**config.mk**
```make
export PLATFORM = sky130hd
export DESIGN_NAME = spc_ckpt_unit
export DESIGN_NICKNAME = d
export VERILOG_FILES = /design/src/rtl/spc_pkg.sv /design/src/rtl/spc_ctrl.sv /design/src/rtl/spc_regfile.sv /design/src/rtl/spc_store_buf.sv /design/src/rtl/spc_ckpt_unit.sv
export SDC_FILE = /design/constraint.sdc
export NUM_CORES = 1
export LEC_CHECK = 0
export ABC_AREA = 0
export BUFFER_PORTS_ARGS = -buffer_cell sky130_fd_sc_hd__buf_2
export CAP_MARGIN = 0
export CORE_MARGIN = 1.5
export CORE_UTILIZATION = 50
export DETAILED_ROUTE_END_ITERATION = 8
export PLACE_DENSITY = 0.68
export SLEW_MARGIN = 20
export SYNTH_ARGS = -nofsm -noshare
export SYNTH_HDL_FRONTEND = slang
export SYNTH_SLANG_ARGS = --single-unit
```
**constraint.sdc**
```tcl
create_clock -name clk -period 12.6 [get_ports clk]
set_clock_uncertainty 0.05 [all_clocks]
set_input_delay 2.52 -clock clk [delete_from_list [all_inputs] [get_ports clk]]
set_output_delay 2.52 -clock clk [all_outputs]
set_load 0.02 [all_outputs]
```
**src/rtl/spc_pkg.sv**
```systemverilog
package spc_pkg;

  typedef enum logic [1:0] {
    CK_IDLE     = 2'd0,
    CK_COMMIT   = 2'd1,
    CK_ROLLBACK = 2'd2
  } ckpt_op_e;

  // Rollback wins over commit; commit only counts when the drain is idle.
  function automatic ckpt_op_e pick_op(logic cmt, logic rb, logic ready);
    if (rb)
      return CK_ROLLBACK;
    if (cmt && ready)
      return CK_COMMIT;
    return CK_IDLE;
  endfunction

endpackage

```
**src/rtl/spc_ctrl.sv**
```systemverilog
module spc_ctrl
  import spc_pkg::*;
(
  input  logic clk,
  input  logic rst_n,
  input  logic commit,
  input  logic rollback,
  input  logic cmt_ready,
  output logic do_commit,
  output logic do_rollback
);

  ckpt_op_e op;

  always_comb begin
    op          = pick_op(commit, rollback, cmt_ready);
    do_commit   = (op == CK_COMMIT);
    do_rollback = (op == CK_ROLLBACK);
  end

  AST_RB_WINS: assert property (@(posedge clk) disable iff (!rst_n)
    rollback |-> (do_rollback && !do_commit));

  AST_COMMIT_GATED: assert property (@(posedge clk) disable iff (!rst_n)
    (commit && !cmt_ready) |-> !do_commit);

endmodule

```
**src/rtl/spc_regfile.sv**
```systemverilog
module spc_regfile #(
  parameter int NREG = 8,
  parameter int DW   = 32,
  localparam int RIW = (NREG > 1) ? $clog2(NREG) : 1
) (
  input  logic           clk,
  input  logic           rst_n,
  input  logic           wr_en,
  input  logic [RIW-1:0] wr_idx,
  input  logic [DW-1:0]  wr_data,
  input  logic [RIW-1:0] rd_idx,
  output logic [DW-1:0]  rd_data,
  input  logic           do_commit,
  input  logic           do_rollback
);

  logic [DW-1:0] work_q [NREG];
  logic [DW-1:0] shad_q [NREG];

  assign rd_data = work_q[rd_idx];

  for (genvar g = 0; g < NREG; g++) begin : g_reg
    logic wr_hit;
    assign wr_hit = wr_en && (wr_idx == RIW'(g));

    always_ff @(posedge clk or negedge rst_n) begin
      if (!rst_n) begin
        work_q[g] <= '0;
      end else if (do_rollback) begin
        work_q[g] <= shad_q[g];
      end else if (wr_hit) begin
        work_q[g] <= wr_data;
      end
    end

    always_ff @(posedge clk or negedge rst_n) begin
      if (!rst_n) begin
        shad_q[g] <= '0;
      end else if (do_commit) begin
        shad_q[g] <= work_q[g];
      end
    end

    AST_CMT_COPY: assert property (@(posedge clk) disable iff (!rst_n)
      do_commit |=> (shad_q[g] == $past(work_q[g])));

    AST_SHADOW_HOLD: assert property (@(posedge clk) disable iff (!rst_n)
      !do_commit |=> $stable(shad_q[g]));

    AST_RB_RESTORE: assert property (@(posedge clk) disable iff (!rst_n)
      do_rollback |=> (work_q[g] == $past(shad_q[g])));
  end

endmodule

```
**src/rtl/spc_store_buf.sv**
```systemverilog
module spc_store_buf #(
  parameter int DEPTH = 4,
  parameter int AW    = 16,
  parameter int DW    = 32,
  localparam int PW   = $clog2(DEPTH),
  localparam int CW   = $clog2(DEPTH + 1)
) (
  input  logic          clk,
  input  logic          rst_n,
  input  logic          st_req,
  input  logic [AW-1:0] st_addr,
  input  logic [DW-1:0] st_data,
  output logic          st_stall,
  input  logic [AW-1:0] ld_addr,
  output logic          ld_hit,
  output logic [DW-1:0] ld_data,
  input  logic          do_commit,
  input  logic          do_rollback,
  output logic          cmt_ready,
  output logic          mem_we,
  output logic [AW-1:0] mem_addr,
  output logic [DW-1:0] mem_data
);

  // DEPTH must be a power of two (pointer wrap by truncation).
  function automatic logic [PW-1:0] ptr_add(logic [PW-1:0] p, logic [CW-1:0] n);
    return p + PW'(n);
  endfunction

  logic [AW-1:0] addr_q [DEPTH];
  logic [DW-1:0] data_q [DEPTH];
  logic [PW-1:0] head_q, tail_q, head_n, tail_n;
  logic [CW-1:0] count_q, cmt_q, count_n, cmt_n;

  // Named internal events.
  logic full, push, pop;

  assign full      = (count_q == CW'(DEPTH));
  assign pop       = (cmt_q != '0);
  assign push      = st_req && !full && !do_rollback;
  assign st_stall  = st_req && full;
  assign cmt_ready = (cmt_q == '0);
  assign mem_we    = pop;
  assign mem_addr  = addr_q[head_q];
  assign mem_data  = data_q[head_q];

  always_comb begin
    head_n = head_q + PW'(pop);
    if (do_rollback) begin
      cmt_n   = cmt_q - CW'(pop);
      count_n = cmt_n;
      tail_n  = ptr_add(head_q, cmt_q);
    end else begin
      count_n = count_q + CW'(push) - CW'(pop);
      tail_n  = tail_q + PW'(push);
      cmt_n   = do_commit ? count_q : (cmt_q - CW'(pop));
    end
  end

  always_ff @(posedge clk or negedge rst_n) begin
    if (!rst_n) begin
      head_q  <= '0;
      tail_q  <= '0;
      count_q <= '0;
      cmt_q   <= '0;
    end else begin
      head_q  <= head_n;
      tail_q  <= tail_n;
      count_q <= count_n;
      cmt_q   <= cmt_n;
    end
  end

  always_ff @(posedge clk) begin
    if (push) begin
      addr_q[tail_q] <= st_addr;
      data_q[tail_q] <= st_data;
    end
  end

  // Oldest to youngest; a later match overrides, so the youngest wins.
  always_comb begin
    ld_hit  = 1'b0;
    ld_data = '0;
    for (int i = 0; i < DEPTH; i++) begin
      if ((CW'(i) < count_q) && (addr_q[ptr_add(head_q, CW'(i))] == ld_addr)) begin
        ld_hit  = 1'b1;
        ld_data = data_q[ptr_add(head_q, CW'(i))];
      end
    end
  end

  AST_NO_OVERFLOW: assert property (@(posedge clk) disable iff (!rst_n)
    count_q <= CW'(DEPTH));

  AST_STALL_NO_GROW: assert property (@(posedge clk) disable iff (!rst_n)
    st_stall |=> (count_q <= $past(count_q)));

  AST_HOLD_UNTIL_COMMIT: assert property (@(posedge clk) disable iff (!rst_n)
    (cmt_q == '0 && !do_commit) |=> !mem_we);

  AST_COMMIT_RELEASE: assert property (@(posedge clk) disable iff (!rst_n)
    do_commit |=> (cmt_q == $past(count_q)));

  AST_DRAIN_STEP: assert property (@(posedge clk) disable iff (!rst_n)
    mem_we |=> (cmt_q == $past(cmt_q) - CW'(1)));

  AST_CMT_LE_COUNT: assert property (@(posedge clk) disable iff (!rst_n)
    cmt_q <= count_q);

  AST_RB_DROP: assert property (@(posedge clk) disable iff (!rst_n)
    do_rollback |=> (count_q == cmt_q));

endmodule

```
**src/rtl/spc_ckpt_unit.sv**
```systemverilog
module spc_ckpt_unit #(
  parameter int NREG     = 8,
  parameter int DW       = 32,
  parameter int AW       = 16,
  parameter int SB_DEPTH = 4,
  localparam int RIW     = (NREG > 1) ? $clog2(NREG) : 1
) (
  input  logic           clk,
  input  logic           rst_n,
  input  logic [RIW-1:0] rd_idx,
  output logic [DW-1:0]  rd_data,
  input  logic           wr_en,
  input  logic [RIW-1:0] wr_idx,
  input  logic [DW-1:0]  wr_data,
  input  logic           st_req,
  input  logic [AW-1:0]  st_addr,
  input  logic [DW-1:0]  st_data,
  output logic           st_stall,
  input  logic [AW-1:0]  ld_addr,
  output logic           ld_hit,
  output logic [DW-1:0]  ld_data,
  input  logic           commit,
  input  logic           rollback,
  output logic           cmt_ready,
  output logic           mem_we,
  output logic [AW-1:0]  mem_addr,
  output logic [DW-1:0]  mem_data
);

  logic do_commit, do_rollback;

  spc_ctrl u_ctrl (
    .clk         (clk),
    .rst_n       (rst_n),
    .commit      (commit),
    .rollback    (rollback),
    .cmt_ready   (cmt_ready),
    .do_commit   (do_commit),
    .do_rollback (do_rollback)
  );

  spc_regfile #(.NREG(NREG), .DW(DW)) u_regs (
    .clk         (clk),
    .rst_n       (rst_n),
    .wr_en       (wr_en),
    .wr_idx      (wr_idx),
    .wr_data     (wr_data),
    .rd_idx      (rd_idx),
    .rd_data     (rd_data),
    .do_commit   (do_commit),
    .do_rollback (do_rollback)
  );

  spc_store_buf #(.DEPTH(SB_DEPTH), .AW(AW), .DW(DW)) u_sbuf (
    .clk         (clk),
    .rst_n       (rst_n),
    .st_req      (st_req),
    .st_addr     (st_addr),
    .st_data     (st_data),
    .st_stall    (st_stall),
    .ld_addr     (ld_addr),
    .ld_hit      (ld_hit),
    .ld_data     (ld_data),
    .do_commit   (do_commit),
    .do_rollback (do_rollback),
    .cmt_ready   (cmt_ready),
    .mem_we      (mem_we),
    .mem_addr    (mem_addr),
    .mem_data    (mem_data)
  );

endmodule

```
==> results.sh <==
export IMPL_crit_arrival_ps=6790
export IMPL_critPathKind="flop to output port"
export IMPL_initial_utilization_pct=50.4
export IMPL_synth_top_area_share_pct=36.4
export IMPL_die_h_um=271
export IMPL_grt_usage_pct=23.1
export IMPL_reg2reg_to="u_sbuf.data_q[1][12]"
export IMPL_worstHoldStart="u_regs.shad_q[194]"
export IMPL_hold_end="u_regs.work_q[194]"
export IMPL_grt_max_degree=313
export IMPL_dpl_cell_area_sq_um=37400
export IMPL_netlist_instances=2817
export IMPL_wl_per_cell_um=22.0
export IMPL_clk_pin_slew_ps=60
export IMPL_htreeDepth=3
export IMPL_hold_path_class="flop to flop"
export IMPL_cts_sinks=714
export IMPL_synth_area_sq_um=35900
export IMPL_min_period_ps=9360
export IMPL_antenna_found_initial=12
export IMPL_rsz0062_at_grt="no"
export IMPL_ir_drop_uv=261
export IMPL_dp_hpwl_um=49400
export IMPL_grt_pass1_vias=24254
export IMPL_power_density_nw_per_um2=204
export IMPL_timing_rr_start="u_sbuf.count_q[2]"
export IMPL_crit_required_ps=10030
export IMPL_finish_instance_area_sq_um=40100
export IMPL_fin_tns_setup_ps=0
export IMPL_drt_pass1_iter_count=7
export IMPL_synth_cell_types=63
export IMPL_worstPathMaxFanout=171
export IMPL_power_leakage_nw=18.1
export IMPL_yosys_area_top_type="dfrtp_1"
export IMPL_dieArea_sq_um=73400
export IMPL_grt_overflow_total=0
export IMPL_async_flop_share_pct=73.1
export IMPL_finalSetupViolCount=0
export IMPL_ctsResizeCount=0
export IMPL_drt_drc_violations_left=0
export IMPL_syn_nets=2935
export IMPL_portBuffers=223
export IMPL_outcome="complete, no violations"
export IMPL_vias=23493
export IMPL_reg2reg_depth=6
export IMPL_final_antenna_net_count=0
export IMPL_synthFlopType="dfrtp_1"
export IMPL_r2r_slack_ps=9960
export IMPL_core_area_sq_um=71200
export IMPL_slew_violations=0
export IMPL_synthTopCellsByArea="dfrtp_1 (36%), edfxtp_1 (16%), mux2i_1 (12%)"
export IMPL_start_kind="flop"
export IMPL_rows=98
export IMPL_hold_depth=2
export IMPL_drtIter0Drc=1949
export IMPL_tightest_slew_ps=1180
export IMPL_fin_nets=3007
export IMPL_synth_edf_count=192
export IMPL_die_width_um=271
export IMPL_root_buffer="clkbuf_16"
export IMPL_synth_common_cells="dfrtp_1 (522), mux2i_1 (433), mux2_2 (315), nand2_1 (280), o21ai_0 (257)"
export IMPL_cts_tree="yes"
export IMPL_yosys_warnings=0
export IMPL_post_route_period_util_pct=74.3
export IMPL_vias_per_cell=6.01
export IMPL_cts_made_buffers=79
export IMPL_clk_path_buf_depth=3
export IMPL_slew_headroom_pct=21.7
export IMPL_cts_hold_buf=0
export IMPL_syn_to_final_growth_pct=11.6
export IMPL_maxCapViolations=0
export IMPL_gp_congestion=0.914
export IMPL_crit_path_end_kind="output port"
export IMPL_yosysSeqAreaShare_pct=52.4
export IMPL_clkLatencyLatePin_ps=620
export IMPL_yosysMostFrequentCell="dfrtp_1"
export IMPL_io_pins=224
export IMPL_routed_wirelength_um=85900
export IMPL_drive_above_1_share_pct=28.3
export IMPL_grt_pass1_wl_um=136000
export IMPL_ys_seq_elements=714
export IMPL_hold_viol=0
export IMPL_cts_setup_buffers=0
export IMPL_syn_avg_cell_area_sq_um=12.7
export IMPL_fmax_mhz=107
==> layout by cell type (no fill, tap or decap), types with 9 or more instances in the layout <==
cell type / Yosys / routed
o21ai_0: 257 / 257
and3_1: 56 / 54
clkbuf_16: 0 / 81
o32a_1: 32 / 32
dfrtp_1: 522 / 520
a31oi_1: 24 / 24
a21oi_1: 46 / 46
edfxtp_1: 192 / 192
mux2_2: 315 / 315
xor2_1: 10 / 10
clkbuf_8: 0 / 10
nand2_1: 280 / 280
ha_1: 9 / 9
clkbuf_1: 170 / 22
mux4_2: 107 / 107
buf_4: 11 / 29
mux2i_1: 433 / 433
a311oi_1: 17 / 17
buf_2: 29 / 219
clkinv_2: 0 / 16
a31o_2: 14 / 14
xnor2_1: 50 / 50
nor2_1: 48 / 46
inv_1: 15 / 15
a221oi_1: 24 / 24
a211oi_1: 12 / 12
a31o_1: 10 / 10
==> per-layer routing <==
metal	part of all wire, %	up-vias	global-route usage, %	wire (um)
li1	-	10591	-	-
met3	5.7	166	3.78	4860
met4	2.4	8	7.45	2030
met2	50	709	39.1	42600
met1	42	12019	30.5	36300
met5	0.044	-	0	38
==> stage by stage <==
stage | std cells | hold slack, ps | setup WS (ps) | total power, mW | utilization, %
3_3_place_gp | 3755 | 403 | 3720 | 5.77 | 52.4
2_1_floorplan | 2817 | 398 | 4890 | 5.25 | -
5_1_grt | 3906 | 435 | 2890 | 8.60 | 56.2
4_1_cts | 3902 | 427 | 3240 | 8.22 | 56.1
3_5_place_dp | 3756 | 414 | 3600 | 5.90 | 52.5
6_report | 3911 | 425 | 3240 | 8.17 | 56.2
==> where the power goes <==
part,leakage [nW],switching (mW),internal (mW)
clock,1.28,0.936,1.35
sequential,8.90,0.414,2.95
combinational,7.91,1.32,1.20
==> area by class of cell <==
cell class / count / area, sq um
Clock buffer: 113 / 2250
Fill cell: 5795 / 31200
Timing Repair Buffer: 258 / 1520
Multi-Input combinational cell: 1820 / 15800
Antenna cell: 7 / 17.5
Inverter: 16 / 62.6
Clock inverter: 33 / 360
Tap cell: 950 / 1190
Sequential cell: 714 / 18800
==> worst max-delay path: stages, from the launching register on <==
cell and delay, ps:
dfrtp_4 790, buf_12 780, mux4_1 670, xnor2_1 300, nand4_1 220, nor4_4 310
buf_4 610, and2_1 990, or2_1 630, buf_4 360, o32a_1 210, buf_2 170
==> registers in the layout, indices dropped and copies added, names as in the netlist <==
register        count
u_regs.shad_q     256
u_sbuf.data_q     128
u_sbuf.count_q      3
u_sbuf.tail_q       2
u_sbuf.cmt_q        3
u_regs.work_q     256
u_sbuf.addr_q      64
u_sbuf.head_q       2
==> how the worst max path moves through the flow <==
stage	end	start	cells past startpoint	slack (ps)
floorplan	u_sbuf.addr_q[0][0]	rollback	5	4890
finish	ld_data[7]	u_sbuf.head_q[1]	11	3240
CTS	ld_data[7]	u_sbuf.head_q[1]	11	3240
detailed placement	ld_data[7]	ld_addr[13]	10	3600
global placement	ld_data[10]	ld_addr[13]	10	3720
global route	ld_data[1]	u_sbuf.head_q[1]	11	2890
==> logic make-up after synthesis <==
family	after synthesis	synth area share, %
mux	859	28.8
flops	714	52.4
compound gates	458	7.89
simple gates	433	5.37
buf+inv	283	3.64
xor+xnor	60	1.46
fa+ha+maj	10	0.369
No activity file was read; power rests on OpenSTA's default activity.
